[src/rtl/clkstop_pkg.sv]
`timescale 1ns/1ps
package clkstop_pkg;

  typedef enum logic {
    PARK_HI_DRIVEN = 1'b0,
    PARK_LO_FLOAT  = 1'b1
  } park_e;

  typedef struct packed {
    logic tru;
    logic cmp;
    logic tru_oe;
    logic cmp_oe;
  } pair_t;

endpackage

[src/rtl/clkstop_filter.sv]
`timescale 1ns/1ps
module clkstop_filter #(
  parameter int SYNC_STAGES = 2
) (
  input  logic clk,
  input  logic rst_n,
  input  logic stop_req_n,
  output logic run_req
);
  localparam int SW = (SYNC_STAGES < 2) ? 2 : SYNC_STAGES;

  logic [SW-1:0] sync_q;
  logic          prev_q;
  logic          acc_q;

  // all sampling on the complement rising edge (true falling edge)
  always_ff @(negedge clk or negedge rst_n) begin
    if (!rst_n) begin
      sync_q <= '1;
      prev_q <= 1'b1;
      acc_q  <= 1'b1;
    end else begin
      sync_q[0] <= stop_req_n;
      for (int k = 1; k < SW; k++) sync_q[k] <= sync_q[k-1];
      prev_q <= sync_q[SW-1];
      if (sync_q[SW-1] == prev_q) acc_q <= prev_q;
    end
  end

  assign run_req = acc_q;

  AST_ACCEPT_SETTLES: assert property (@(negedge clk) disable iff (!rst_n)
    (acc_q != $past(acc_q)) |=> $stable(acc_q));

endmodule

[src/rtl/clkstop_enable.sv]
`timescale 1ns/1ps
module clkstop_enable
  import clkstop_pkg::*;
(
  input  logic  clk,
  input  logic  rst_n,
  input  logic  run_req,
  input  park_e park_mode,
  output logic  run_en,
  output logic  hold
);
  logic run_pos;
  logic run_neg;

  // enable for driven park: changes while clock is high
  always_ff @(posedge clk or negedge rst_n) begin
    if (!rst_n) run_pos <= 1'b1;
    else        run_pos <= run_req;
  end

  // enable for floating park: changes while clock is low
  always_ff @(negedge clk or negedge rst_n) begin
    if (!rst_n) run_neg <= 1'b1;
    else        run_neg <= run_req;
  end

  always_comb begin
    run_en = (park_mode == PARK_LO_FLOAT) ? run_neg : run_pos;
    hold   = ~run_req & ~run_en;
  end

  AST_HALT_FOLLOWS_ACCEPT: assert property (@(negedge clk) disable iff (!rst_n)
    $fell(run_req) |=> !run_neg);

  AST_DRIVE_BEFORE_RESTART: assert property (@(negedge clk) disable iff (!rst_n)
    ((park_mode == PARK_LO_FLOAT) && $rose(run_neg)) |-> $past(!hold));

endmodule

[src/rtl/clkstop_lane.sv]
`timescale 1ns/1ps
module clkstop_lane
  import clkstop_pkg::*;
(
  input  logic  clk,
  input  logic  rst_n,
  input  logic  run_en,
  input  logic  hold,
  input  logic  stoppable,
  input  park_e park_mode,
  output pair_t pins
);
  always_comb begin
    pins = '{tru: clk, cmp: ~clk, tru_oe: 1'b1, cmp_oe: 1'b1};
    if (stoppable) begin
      if (park_mode == PARK_HI_DRIVEN) begin
        pins.tru    = clk | ~run_en;
        pins.tru_oe = 1'b1;
      end else begin
        pins.tru    = clk & run_en;
        pins.tru_oe = ~hold;
      end
      pins.cmp    = hold ? 1'b0 : ~pins.tru;
      pins.cmp_oe = ~hold;
    end
  end

  AST_PARK_HIGH_LEVELS: assert property (@(posedge clk) disable iff (!rst_n)
    (stoppable && hold && park_mode == PARK_HI_DRIVEN)
      |-> (pins.tru && !pins.cmp && pins.tru_oe && !pins.cmp_oe));

  AST_PARK_FLOAT_LEVELS: assert property (@(negedge clk) disable iff (!rst_n)
    (stoppable && hold && park_mode == PARK_LO_FLOAT)
      |-> (!pins.tru && !pins.cmp && !pins.tru_oe && !pins.cmp_oe));

  AST_FREE_RUN: assert property (@(posedge clk) disable iff (!rst_n)
    !stoppable |-> (!pins.tru && pins.cmp && pins.tru_oe && pins.cmp_oe));

endmodule

[src/rtl/clkstop_ctrl.sv]
`timescale 1ns/1ps
module clkstop_ctrl
  import clkstop_pkg::*;
#(
  parameter int N_OUT       = 4,
  parameter int SYNC_STAGES = 2
) (
  input  logic             clk_in,
  input  logic             rst_n,
  input  logic             stop_req_n,
  input  logic             park_float,
  input  logic [N_OUT-1:0] stop_mask,
  output logic [N_OUT-1:0] clk_p,
  output logic [N_OUT-1:0] clk_n,
  output logic [N_OUT-1:0] oe_p,
  output logic [N_OUT-1:0] oe_n
);
  park_e mode;
  logic  run_req;
  logic  run_en;
  logic  hold;
  pair_t pins [N_OUT];

  assign mode = park_e'(park_float);

  clkstop_filter #(.SYNC_STAGES(SYNC_STAGES)) u_filter (
    .clk        (clk_in),
    .rst_n      (rst_n),
    .stop_req_n (stop_req_n),
    .run_req    (run_req)
  );

  clkstop_enable u_enable (
    .clk       (clk_in),
    .rst_n     (rst_n),
    .run_req   (run_req),
    .park_mode (mode),
    .run_en    (run_en),
    .hold      (hold)
  );

  for (genvar i = 0; i < N_OUT; i++) begin : g_lane
    clkstop_lane u_lane (
      .clk       (clk_in),
      .rst_n     (rst_n),
      .run_en    (run_en),
      .hold      (hold),
      .stoppable (stop_mask[i]),
      .park_mode (mode),
      .pins      (pins[i])
    );
    assign clk_p[i] = pins[i].tru;
    assign clk_n[i] = pins[i].cmp;
    assign oe_p[i]  = pins[i].tru_oe;
    assign oe_n[i]  = pins[i].cmp_oe;
  end

  AST_LANES_IN_STEP: assert property (@(posedge clk_in) disable iff (!rst_n)
    (((clk_p & stop_mask) == stop_mask) || ((clk_p & stop_mask) == '0)));

endmodule

[config.mk]
export PLATFORM = sky130hd
export DESIGN_NAME = clkstop_ctrl
export DESIGN_NICKNAME = d
export VERILOG_FILES = /design/src/rtl/clkstop_pkg.sv /design/src/rtl/clkstop_filter.sv /design/src/rtl/clkstop_enable.sv /design/src/rtl/clkstop_lane.sv /design/src/rtl/clkstop_ctrl.sv
export SDC_FILE = /design/constraint.sdc
export NUM_CORES = 1
export LEC_CHECK = 0
export ABC_AREA = 1
export BUFFER_PORTS_ARGS = -buffer_cell sky130_fd_sc_hd__clkbuf_2
export CAP_MARGIN = 0
export CORE_AREA = 2 2 39 41
export CTS_CLUSTER_SIZE = 16
export DETAILED_ROUTE_END_ITERATION = 6
export DIE_AREA = 0 0 41 43
export MAX_ROUTING_LAYER = met4
export PLACE_DENSITY = 0.62
export SLEW_MARGIN = 15
export SYNTH_ARGS = -nofsm -noshare
export SYNTH_HDL_FRONTEND = slang
export SYNTH_SLANG_ARGS = --single-unit
[constraint.sdc]
create_clock -name clk_in -period 1.52 [get_ports clk_in]
set_clock_uncertainty 0.2 [all_clocks]
set_input_delay 0.456 -clock clk_in [delete_from_list [all_inputs] [get_ports clk_in]]
set_output_delay 0.456 -clock clk_in [all_outputs]
set_load 0.01 [all_outputs]
==> results.json <==
{
  "crit_type": "flip-flop to output port",
  "synth_area_um2": 367,
  "cp_num_buf_inv": 2,
  "finalSetupTns_ns": -22.20,
  "crit_chain": "inv_2 > nand2_4 > nand2_8 > a21oi_2 > buf_2",
  "end_kind": "output port",
  "antenna_found_initial": 0,
  "vdd_drop_max_uv": 1110,
  "synthCells": 47,
  "drtPass1Iterations": 4,
  "ys_seq_elements": 6,
  "diodes": 0,
  "final_cell_mix": "31 x clkbuf_4, 12 x nand2_2, 11 x buf_6",
  "vias": 678,
  "synthTopCellsByArea": "dfstp_2 43%, nand2_1 14%, a21oi_2 9.6%, inv_1 7.2%, nand3_1 5.5%",
  "grt_pass1_wl_mm": 2.99,
  "yosysWarnings": 0,
  "vias_per_cell": 5.06,
  "die_area_um2": 1760,
  "power.share.combinational": 0.082,
  "rsz0062_at_grt": "true",
  "io_buffers": 23,
  "cp.arrival_ns": 2.27,
  "power_frac_seq": 0.096,
  "start_util": 0.265,
  "rows": 14,
  "fp.dieH_um": 43,
  "grt.overflow.total": 0,
  "clk-insertion-delay-late_ns": 0.44,
  "outcome": "complete, but fails checks",
  "grt_use_total": 0.287,
  "syn_to_final_growth_pct": 189,
  "grt_max_degree": 9,
  "tightestPinTransition_ns": 0.244,
  "hold_path_class": "flip-flop to flip-flop",
  "ios": 24,
  "drive_above_1_share": 0.881,
  "ff2ff_setup_slack_ns": -0.23,
  "route.antenna.remaining_nets": 0,
  "slew_viol_final": 0,
  "synth.distinct_cells": 13,
  "crit_required_ns": 0.86,
  "violations": "negative setup slack",
  "route.detailed.drc": 0,
  "hold_viol_final": 0,
  "maxCapViolations": 0,
  "setup_slack_ns": -1.40,
  "final_common_cell": "clkbuf_4",
  "wire_per_inst_um": 15.6,
  "synth_top_area_frac": 0.430,
  "cp_top_family": "flip-flops",
  "final_nets": 126,
  "startpoint_type": "flip-flop",
  "p_sw_uw": 817,
  "internal-power_uw": 1180,
  "critPathMaxStageDelay_ns": 0.55,
  "wirelength_mm": 2.09,
  "switching_share": 0.408,
  "coreArea_um2": 1380,
  "die_w_um": 41,
  "cts_tree": "done",
  "path_clk_slew_ns": 0.03,
  "synth_area_leader_cell": "dfstp_2",
  "critPathSlowestCell": "dfstp_2",
  "drt_iter0_drc": 16,
  "place_congestion": 0.671,
  "cp_max_fo": 8,
  "place_hpwl_um": 737,
  "grt_pass1_vias": 945,
  "setup_viol": 32,
  "fin_hold_ws_ns": 0.151,
  "synth_nets": 55,
  "avgSynthCellArea_um2": 7.80,
  "pwr-share-clk": 0.822,
  "relSlewSlack": 0.837,
  "leakage_uw": 0.000546,
  "synth.yosys.seq_area_share": 0.430,
  "p_per_area_nw_per_um2": 1890
}
## Yosys cell counts, drive strengths merged
cell type  count
dfstp          6
nor2           5
maj3           1
inv            9
nand2         16
a21oi          4
o21ai          1
nand3          5
## metrics by stage
step / cell area (µm²) / util / worst slack [ns] / total power (µW) / cells
after floorplan: 407 / - / -0.775 / 620 / 47
after global placement: 572 / 0.413 / -0.847 / 782 / 90
after detailed placement: 572 / 0.413 / -0.874 / 784 / 90
after CTS: 966 / 0.698 / -1.37 / 1910 / 132
after global routing: 1060 / 0.765 / -1.49 / 2140 / 134
final: 1060 / 0.765 / -1.40 / 2000 / 134
## metal layers
metal / GRT usage / vias to the layer above / part of all wire
met2: 0.281 / 51 / 0.52
met1: 0.191 / 314 / 0.34
met4: 0.453 / 0 / 0.057
met3: 0.319 / 23 / 0.083
li1: - / 290 / -
met5: - / - / 0
## power by group through the flow
stage	Clock (µW)	Combinational (µW)	Sequential, µW
finish	1650	163	193
global route	1780	171	195
CTS	1590	137	192
detailed placement	501	91.9	191
global placement	501	89.3	191
floorplan	386	41.4	192
## layout make-up
type / count / area (µm²)
Clock buffer: 40 / 285
Tap cell: 16 / 20.0
Inverter: 4 / 17.5
Clock inverter: 10 / 37.5
Multi-Input combinational cell: 32 / 267
Timing Repair Buffer: 26 / 274
Sequential cell: 6 / 158
Fill cell: 107 / 325
## state kept, by name (all words and copies together), names as in the netlist
name,count
u_filter.run_req,1
u_filter.prev_q,1
u_enable.run_neg,1
u_filter.sync_q,2
u_enable.run_pos,1
## kinds of logic (layout without fill, tap and decap cells)
logic type	Yosys count	in the layout	share of synthesized area
fa+ha+maj	1	1	0.0273
flops	6	6	0.430
compound gates	5	5	0.119
buf+inv	9	80	0.0922
simple gates	26	26	0.331
## worst paths after layout
check / from / to / depth (start not counted)
max: u_enable.run_neg / clk_p[3] / 5
min: u_filter.sync_q[0] / u_filter.sync_q[1] / 0
max reg2reg: u_filter.run_req / u_enable.run_pos / 1
min reg2reg: u_filter.sync_q[0] / u_filter.sync_q[1] / 0
max in group asynchronous: rst_n / u_filter.sync_q[1] / 1
min in group asynchronous: rst_n / u_enable.run_pos / 2
## what timing repair did
action	CTS	global route
hold endpoints to repair	1	0
pin swaps	1	8
setup buffers	4	3
hold buffers	1	0
resized for setup	19	28
endpoints found under the setup margin	32	32
Power figures use the tool's default switching activity.
